**src/rtl/dm_pkg.sv**
```systemverilog
package dm_pkg;
  localparam int NSLOT    = 4;  // decode slots, slot 0 is the complex one
  localparam int CPLX_MAX = 4;  // largest micro-op count slot 0 expands

  typedef enum logic {
    SQ_IDLE = 1'b0,
    SQ_WAIT = 1'b1
  } sq_state_e;
endpackage

```
**src/rtl/dm_pos_class.sv**
```systemverilog
// Classifies one window position and its pairing with the next position.
module dm_pos_class
  import dm_pkg::*;
#(
  parameter int UOPW = 4
) (
  input  logic [UOPW-1:0] uops,
  input  logic            in_win,
  input  logic            lead_ok,
  input  logic [UOPW-1:0] nxt_uops,
  input  logic            nxt_in_win,
  input  logic            nxt_close_ok,
  output logic            is_single,
  output logic            is_multi,
  output logic            is_long,
  output logic            can_pair,
  output logic            must_hold
);
  localparam logic [UOPW-1:0] ONE  = UOPW'(1);
  localparam logic [UOPW-1:0] CMAX = UOPW'(CPLX_MAX);

  logic nxt_single;

  always_comb begin
    is_single  = in_win && (uops <= ONE);
    is_multi   = in_win && (uops > ONE) && (uops <= CMAX);
    is_long    = in_win && (uops > CMAX);
    nxt_single = nxt_in_win && (nxt_uops <= ONE);
    can_pair   = is_single && lead_ok && nxt_single && nxt_close_ok;
    must_hold  = is_single && lead_ok && !nxt_in_win;
  end
endmodule

```
**src/rtl/dm_steer_core.sv**
```systemverilog
// In-order walk over the window, filling slots and fusing at most one pair.
module dm_steer_core
  import dm_pkg::*;
#(
  parameter int WIN  = 6,
  parameter int UOPW = 4,
  parameter int PW   = 3,
  parameter int CW   = 3
) (
  input  logic [WIN-1:0]        is_single,
  input  logic [WIN-1:0]        is_multi,
  input  logic [WIN-1:0]        is_long,
  input  logic [WIN-1:0]        can_pair,
  input  logic [WIN-1:0]        must_hold,
  input  logic [WIN*UOPW-1:0]   uops_flat,
  output logic [NSLOT-1:0]      sv,
  output logic [NSLOT-1:0]      sf,
  output logic [NSLOT*PW-1:0]   spos_flat,
  output logic [NSLOT*UOPW-1:0] su_flat,
  output logic [CW-1:0]         cons,
  output logic                  seq_req
);
  logic [UOPW-1:0] ua   [WIN];
  logic [PW-1:0]   pa   [NSLOT];
  logic [UOPW-1:0] uo   [NSLOT];
  logic [2:0]      s3;
  logic            stop_w, skip_w, fused_w;

  for (genvar g = 0; g < WIN; g++) begin : g_unpack
    assign ua[g] = uops_flat[g*UOPW +: UOPW];
  end
  for (genvar k = 0; k < NSLOT; k++) begin : g_pack
    assign spos_flat[k*PW +: PW]   = pa[k];
    assign su_flat[k*UOPW +: UOPW] = uo[k];
  end

  always_comb begin
    sv      = '0;
    sf      = '0;
    cons    = '0;
    seq_req = 1'b0;
    s3      = 3'd0;
    stop_w  = 1'b0;
    skip_w  = 1'b0;
    fused_w = 1'b0;
    for (int k = 0; k < NSLOT; k++) begin
      pa[k] = '0;
      uo[k] = '0;
    end
    for (int i = 0; i < WIN; i++) begin
      if (skip_w) begin
        skip_w = 1'b0;
      end else if (!stop_w) begin
        if (is_long[i]) begin
          if (i == 0) begin
            seq_req = 1'b1;
            cons    = CW'(1);
          end
          stop_w = 1'b1;
        end else if (is_multi[i]) begin
          if (s3 == 3'd0) begin
            sv[0] = 1'b1;
            pa[0] = PW'(i);
            uo[0] = ua[i];
            s3    = 3'd1;
            cons  = cons + CW'(1);
          end else begin
            stop_w = 1'b1;
          end
        end else if (is_single[i]) begin
          if (s3 >= 3'(NSLOT)) begin
            stop_w = 1'b1;
          end else if (can_pair[i] && !fused_w) begin
            sv[s3[1:0]] = 1'b1;
            sf[s3[1:0]] = 1'b1;
            pa[s3[1:0]] = PW'(i);
            uo[s3[1:0]] = UOPW'(1);
            s3          = s3 + 3'd1;
            cons        = cons + CW'(2);
            skip_w      = 1'b1;
            fused_w     = 1'b1;
          end else if (must_hold[i]) begin
            stop_w = 1'b1;
          end else begin
            sv[s3[1:0]] = 1'b1;
            pa[s3[1:0]] = PW'(i);
            uo[s3[1:0]] = UOPW'(1);
            s3          = s3 + 3'd1;
            cons        = cons + CW'(1);
          end
        end else begin
          stop_w = 1'b1;
        end
      end
    end
  end
endmodule

```
**src/rtl/dm_seq_wait.sv**
```systemverilog
// Holds the block off while the microcode sequencer works.
module dm_seq_wait
  import dm_pkg::*;
(
  input  logic clk,
  input  logic rst_n,
  input  logic start,
  input  logic done,
  output logic busy
);
  sq_state_e st_q, st_d;

  always_comb begin
    st_d = st_q;
    case (st_q)
      SQ_IDLE: if (start) st_d = SQ_WAIT;
      SQ_WAIT: if (done)  st_d = SQ_IDLE;
      default: st_d = SQ_IDLE;
    endcase
  end

  always_ff @(posedge clk or negedge rst_n) begin
    if (!rst_n) st_q <= SQ_IDLE;
    else        st_q <= st_d;
  end

  assign busy = (st_q == SQ_WAIT);

  // a completion seen while waiting releases the block on the next edge
  p_done_release_r4: assert property (@(posedge clk) disable iff (!rst_n)
    (busy && done) |=> !busy);
  // without a start the idle state is kept, whatever done does
  p_idle_keep_r4: assert property (@(posedge clk) disable iff (!rst_n)
    (!busy && !start) |=> !busy);
endmodule

```
**src/rtl/decode_steer.sv**
```systemverilog
module decode_steer
  import dm_pkg::*;
#(
  parameter int WIN  = 6,
  parameter int UOPW = 4,
  localparam int PW  = $clog2(WIN),
  localparam int CW  = $clog2(WIN + 1)
) (
  input  logic                  clk,
  input  logic                  rst_n,
  input  logic                  win_valid,
  output logic                  win_ready,
  input  logic [CW-1:0]         win_count,
  input  logic [WIN*UOPW-1:0]   win_uops,
  input  logic [WIN-1:0]        win_fuse_first,
  input  logic [WIN-1:0]        win_fuse_second,
  output logic [NSLOT-1:0]      slot_valid,
  output logic [NSLOT-1:0]      slot_fused,
  output logic [NSLOT*PW-1:0]   slot_pos,
  output logic [NSLOT*UOPW-1:0] slot_uops,
  output logic [CW-1:0]         consumed,
  output logic                  msq_req,
  output logic [UOPW-1:0]       msq_uops,
  input  logic                  msq_done
);
  logic [WIN-1:0] in_win, c_single, c_multi, c_long, c_pair, c_hold;
  logic [NSLOT-1:0]      k_sv, k_sf;
  logic [NSLOT*PW-1:0]   k_pos;
  logic [NSLOT*UOPW-1:0] k_u;
  logic [CW-1:0]         k_cons;
  logic                  k_req, fire, busy;

  for (genvar g = 0; g < WIN; g++) begin : g_pos
    assign in_win[g] = (CW'(g) < win_count);
    if (g < WIN - 1) begin : g_mid
      dm_pos_class #(.UOPW(UOPW)) u_cls (
        .uops        (win_uops[g*UOPW +: UOPW]),
        .in_win      (in_win[g]),
        .lead_ok     (win_fuse_first[g]),
        .nxt_uops    (win_uops[(g+1)*UOPW +: UOPW]),
        .nxt_in_win  (in_win[g+1]),
        .nxt_close_ok(win_fuse_second[g+1]),
        .is_single   (c_single[g]),
        .is_multi    (c_multi[g]),
        .is_long     (c_long[g]),
        .can_pair    (c_pair[g]),
        .must_hold   (c_hold[g])
      );
    end else begin : g_last
      dm_pos_class #(.UOPW(UOPW)) u_cls (
        .uops        (win_uops[g*UOPW +: UOPW]),
        .in_win      (in_win[g]),
        .lead_ok     (win_fuse_first[g]),
        .nxt_uops    ('0),
        .nxt_in_win  (1'b0),
        .nxt_close_ok(1'b0),
        .is_single   (c_single[g]),
        .is_multi    (c_multi[g]),
        .is_long     (c_long[g]),
        .can_pair    (c_pair[g]),
        .must_hold   (c_hold[g])
      );
    end
  end

  dm_steer_core #(.WIN(WIN), .UOPW(UOPW), .PW(PW), .CW(CW)) u_core (
    .is_single(c_single),
    .is_multi (c_multi),
    .is_long  (c_long),
    .can_pair (c_pair),
    .must_hold(c_hold),
    .uops_flat(win_uops),
    .sv       (k_sv),
    .sf       (k_sf),
    .spos_flat(k_pos),
    .su_flat  (k_u),
    .cons     (k_cons),
    .seq_req  (k_req)
  );

  assign win_ready = !busy;
  assign fire      = win_valid && win_ready;

  dm_seq_wait u_wait (
    .clk  (clk),
    .rst_n(rst_n),
    .start(fire && k_req),
    .done (msq_done),
    .busy (busy)
  );

  always_comb begin
    slot_valid = fire ? k_sv   : '0;
    slot_fused = fire ? k_sf   : '0;
    slot_pos   = fire ? k_pos  : '0;
    slot_uops  = fire ? k_u    : '0;
    consumed   = fire ? k_cons : '0;
    msq_req    = fire && k_req;
    msq_uops   = msq_req ? win_uops[UOPW-1:0] : '0;
  end

  // never more than one fused slot, never more than five taken
  p_one_fuse_r6: assert property (@(posedge clk) disable iff (!rst_n)
    $onehot0(slot_fused) && (int'(consumed) <= NSLOT + 1));
  // a fused slot is a valid slot
  p_fuse_in_valid_r5: assert property (@(posedge clk) disable iff (!rst_n)
    (slot_fused & ~slot_valid) == '0);
  // taken count equals slots plus one per fused pair
  p_count_r5: assert property (@(posedge clk) disable iff (!rst_n)
    !msq_req |-> (int'(consumed) == $countones(slot_valid) + $countones(slot_fused)));
  // valid slots form a run starting at slot 0
  p_contig_r8: assert property (@(posedge clk) disable iff (!rst_n)
    (slot_valid & (slot_valid + NSLOT'(1))) == '0);
  // a handoff takes exactly the head and fills no slot
  p_handoff_r3: assert property (@(posedge clk) disable iff (!rst_n)
    msq_req |-> (consumed == CW'(1)) && (slot_valid == '0));
  // a handoff blocks the next cycle
  p_block_after_r4: assert property (@(posedge clk) disable iff (!rst_n)
    msq_req |=> !win_ready);
  // no transfer, no output
  p_quiet_r9: assert property (@(posedge clk) disable iff (!rst_n)
    !(win_valid && win_ready) |-> (consumed == '0) && (slot_valid == '0) && !msq_req);
  // the simple slots carry one micro-op each
  for (genvar s = 1; s < NSLOT; s++) begin : g_simple_chk
    p_simple_r1: assert property (@(posedge clk) disable iff (!rst_n)
      slot_valid[s] |-> (slot_uops[s*UOPW +: UOPW] == UOPW'(1)));
  end
endmodule

```
**config.mk**
```make
export PLATFORM = sky130hd
export DESIGN_NAME = decode_steer
export DESIGN_NICKNAME = d
export VERILOG_FILES = /design/src/rtl/dm_pkg.sv /design/src/rtl/dm_pos_class.sv /design/src/rtl/dm_steer_core.sv /design/src/rtl/dm_seq_wait.sv /design/src/rtl/decode_steer.sv
export SDC_FILE = /design/constraint.sdc
export NUM_CORES = 1
export LEC_CHECK = 0
export CAP_MARGIN = 20
export CORE_ASPECT_RATIO = 0.6
export CORE_MARGIN = 1
export CORE_UTILIZATION = 25
export DETAILED_ROUTE_END_ITERATION = 10
export DONT_BUFFER_PORTS = 1
export SETUP_SLACK_MARGIN = 0.15
export SKIP_CTS_REPAIR_TIMING = 1
export SLEW_MARGIN = 25
export SYNTH_ARGS = -nofsm -noshare
export SYNTH_HDL_FRONTEND = slang
export SYNTH_SLANG_ARGS = --single-unit
```
**constraint.sdc**
```tcl
create_clock -name clk -period 8.5 [get_ports clk]
set_input_delay 0.425 -clock clk [delete_from_list [all_inputs] [get_ports clk]]
set_output_delay 0.425 -clock clk [all_outputs]
set_load 0.005 [all_outputs]
```
==> reports/metrics.cfg <==
[hold_path]
hp-class=input pin to asynchronous set/reset pin

[status]
outcome=finished, final reports clean

[finish]
fillCellCount=1206
largest_reg_flops=1
antenna_cells=0
nets=481
area_growth_syn_to_layout_pct=3.466
final_core_util_pct=27.29
drive_gt1_share_pct=10.82

[die]
core_um2=10810
die_y_um=84.73
rows=29
initial_core_util_pct=26.37
dieArea_um2=11850
io_pins=88
dieWidth_um=139.9

[synth]
synth_area_leader_cell=ha_1
syn_area_per_cell_um2=6.709
synth_top_area_share_pct=8.776
synth-xor-area-share_pct=1.185
synthCells=425
synth_compound_area_share_pct=39.05
synth_fa_ha_area_share_pct=8.776
ys_top_cells_by_area=ha_1, nand2_1, a21oi_1
synth_area_um2=2851
async_reset_ff_share_pct=100.0
ys_seq_area_share_pct=0.8776
ys_warn_count=0
yosys.area_share.simple_pct=39.01
synth_top_family_by_area=compound AO/OA/AOI/OAI gates
synth_edf_count=0
ys_ff_latch=1
ys.flop_type=dfrtp_1
synth.mux.area_fraction_pct=2.720
yosysUniqueCellTypes=85

[critical_path]
critPathLaunchType=input pin
cp-end-kind=primary output
cp_slowest_stage_delay_ns=0.57
r2r_setup_slack_ns=6.59
path_class=input pin to primary output
crit_start=win_uops[3]
rr_startpoint=u_wait.busy
arrival_ns=7.16
crit_slowest_cell=or4b_1
r2r.worst_path.cells=4
cp.required_ns=8.08
r2r_end=u_wait.busy
crit_fanout=7
cp-endpoint=slot_uops[1]

[timing]
post-route-period-util_pct=89.26
setup_viol=0
finalHoldViolations=0
max_freq_mhz=131.8
relSlewSlack_pct=35.14
rsz0062_at_grt=false
clock_skew_ns=0
period_needed_ns=7.587
totalNegativeSetupSlack_ns=0
maxSlewViolCount=0
worstMarginPinSlew_ns=0.9641

[clock_network]
clkTransAtPathRegs_ns=0
clk-insertion-delay-late_ns=0

[global_routing]
grt_util_all_layers_pct=19.60
grt_pass1_vias=3052
grt_overflow_total=0
grt_max_degree=24
grt_pass1_wl_um=17950
antenna_found_initial=0

[pwr]
ir_worst_vdd_v=0.00005224
power.density_nw_per_um2=27.82
p_total_mw=0.08208
leakage_nw=1.080

[detailed_routing]
dr.first_iter.drc_count=414
wl_per_cell_um=21.60
totalWireLength_um=11990
first_pass_iters=5
ant_nets=0
drc=0
via_count=3425
via_per_inst=6.171

[placed_design]
port_buffers=0
gp_congestion=0.9595
dp_hpwl_um=10110

[run]
max_cap_viol_count=0

worst min-delay path by stage:
stage / start / to / slack (ns) / cells past startpoint
after detailed placement: rst_n / u_wait.busy / 0.13 / 0
final: rst_n / u_wait.busy / 0.13 / 0
after global routing: rst_n / u_wait.busy / 0.13 / 0
after global placement: rst_n / u_wait.busy / 0.13 / 0
after floorplan: rst_n / u_wait.busy / 0.13 / 0
after CTS: rst_n / u_wait.busy / 0.13 / 0
layout by cell type, fill, tap and decap left out, types with 5 or more instances in the layout:
master / count
a21oi_1: 34
a22oi_1: 8
a31oi_1: 9
and2_1: 10
and3_1: 8
buf_4: 5
conb_1: 10
ha_1: 20
inv_1: 22
nand2_1: 56
nand3_1: 12
nand4_1: 5
nor2_1: 45
nor2b_1: 5
nor3_1: 15
o211ai_1: 5
o21a_1: 7
o21ai_0: 19
o21ai_1: 5
or3_1: 6
cell usage after synthesis, drive strengths merged, types with 5 or more instances:
cell,number
a21oi,38
nor2,46
and2,10
nand4,5
buf,18
and3,8
a22oi,8
mux2i,5
nor3b,5
nand2,57
clkbuf,5
o21ai,24
nor4,7
nand3,12
a31oi,12
o21a,7
or3,8
ha,20
o211ai,8
nor3,18
nor4b,5
inv,22
nor2b,5
a211oi,6
cells by family (layout without fill, tap and decap cells):
group | after synthesis | count (layout)
XOR/XNOR | 3 | 3
other | 1 | 10
buffers and inverters | 45 | 27
AO/OA/AOI/OAI | 145 | 145
multiplexers | 6 | 6
flip-flops | 1 | 1
adder cells (fa/ha/maj) | 20 | 20
AND/OR/NAND/NOR | 204 | 204
metal layers:
layer | track usage [%] | part of all wire, % | vias to the layer above
li1 | - | - | 1580
met1 | 33.13 | 52 | 1629
met2 | 23.68 | 33 | 214
met3 | 5.533 | 14 | 2
met4 | 0.2997 | 0.16 | 0
met5 | 0 | 0 | -
per-stage QoR:
| stage | worst slack (ns) | std cells | hold WS (ns) | area (µm²) |
|---|---|---|---|---|
| 3_5_place_dp | 1.148 | 555 | 0.1294 | 2944 |
| 2_1_floorplan | 2.219 | 434 | 0.1294 | 2885 |
| 4_1_cts | 1.111 | 555 | 0.1294 | 2944 |
| 3_3_place_gp | 1.228 | 555 | 0.1294 | 2944 |
| 5_1_grt | 0.4350 | 555 | 0.1293 | 2950 |
| 6_report | 0.9125 | 555 | 0.1292 | 2950 |
report_power, final:
part,switching (mW),internal (mW)
registers,0.000381,0.00555
clock network,0,0
logic,0.0524,0.0237
layout make-up:
| cell class | count | area, µm² | share of cell area, % |
|---|---|---|---|
| Tap cell | 139 | 173.9 | 5.895 |
| Multi-Input combinational cell | 388 | 2631 | 89.19 |
| Sequential cell | 1 | 25.02 | 0.8482 |
| Timing Repair Buffer | 5 | 37.54 | 1.272 |
| Inverter | 22 | 82.58 | 2.799 |
critical path: cells and delay by family:
kind | cells | cell delay [ns]
compound gates | 10 | 2.24
fa+ha+maj | 4 | 1.27
buf+inv | 5 | 0.80
mux | 1 | 0.11
simple gates | 10 | 2.30
(Power assumes the default switching activity.)
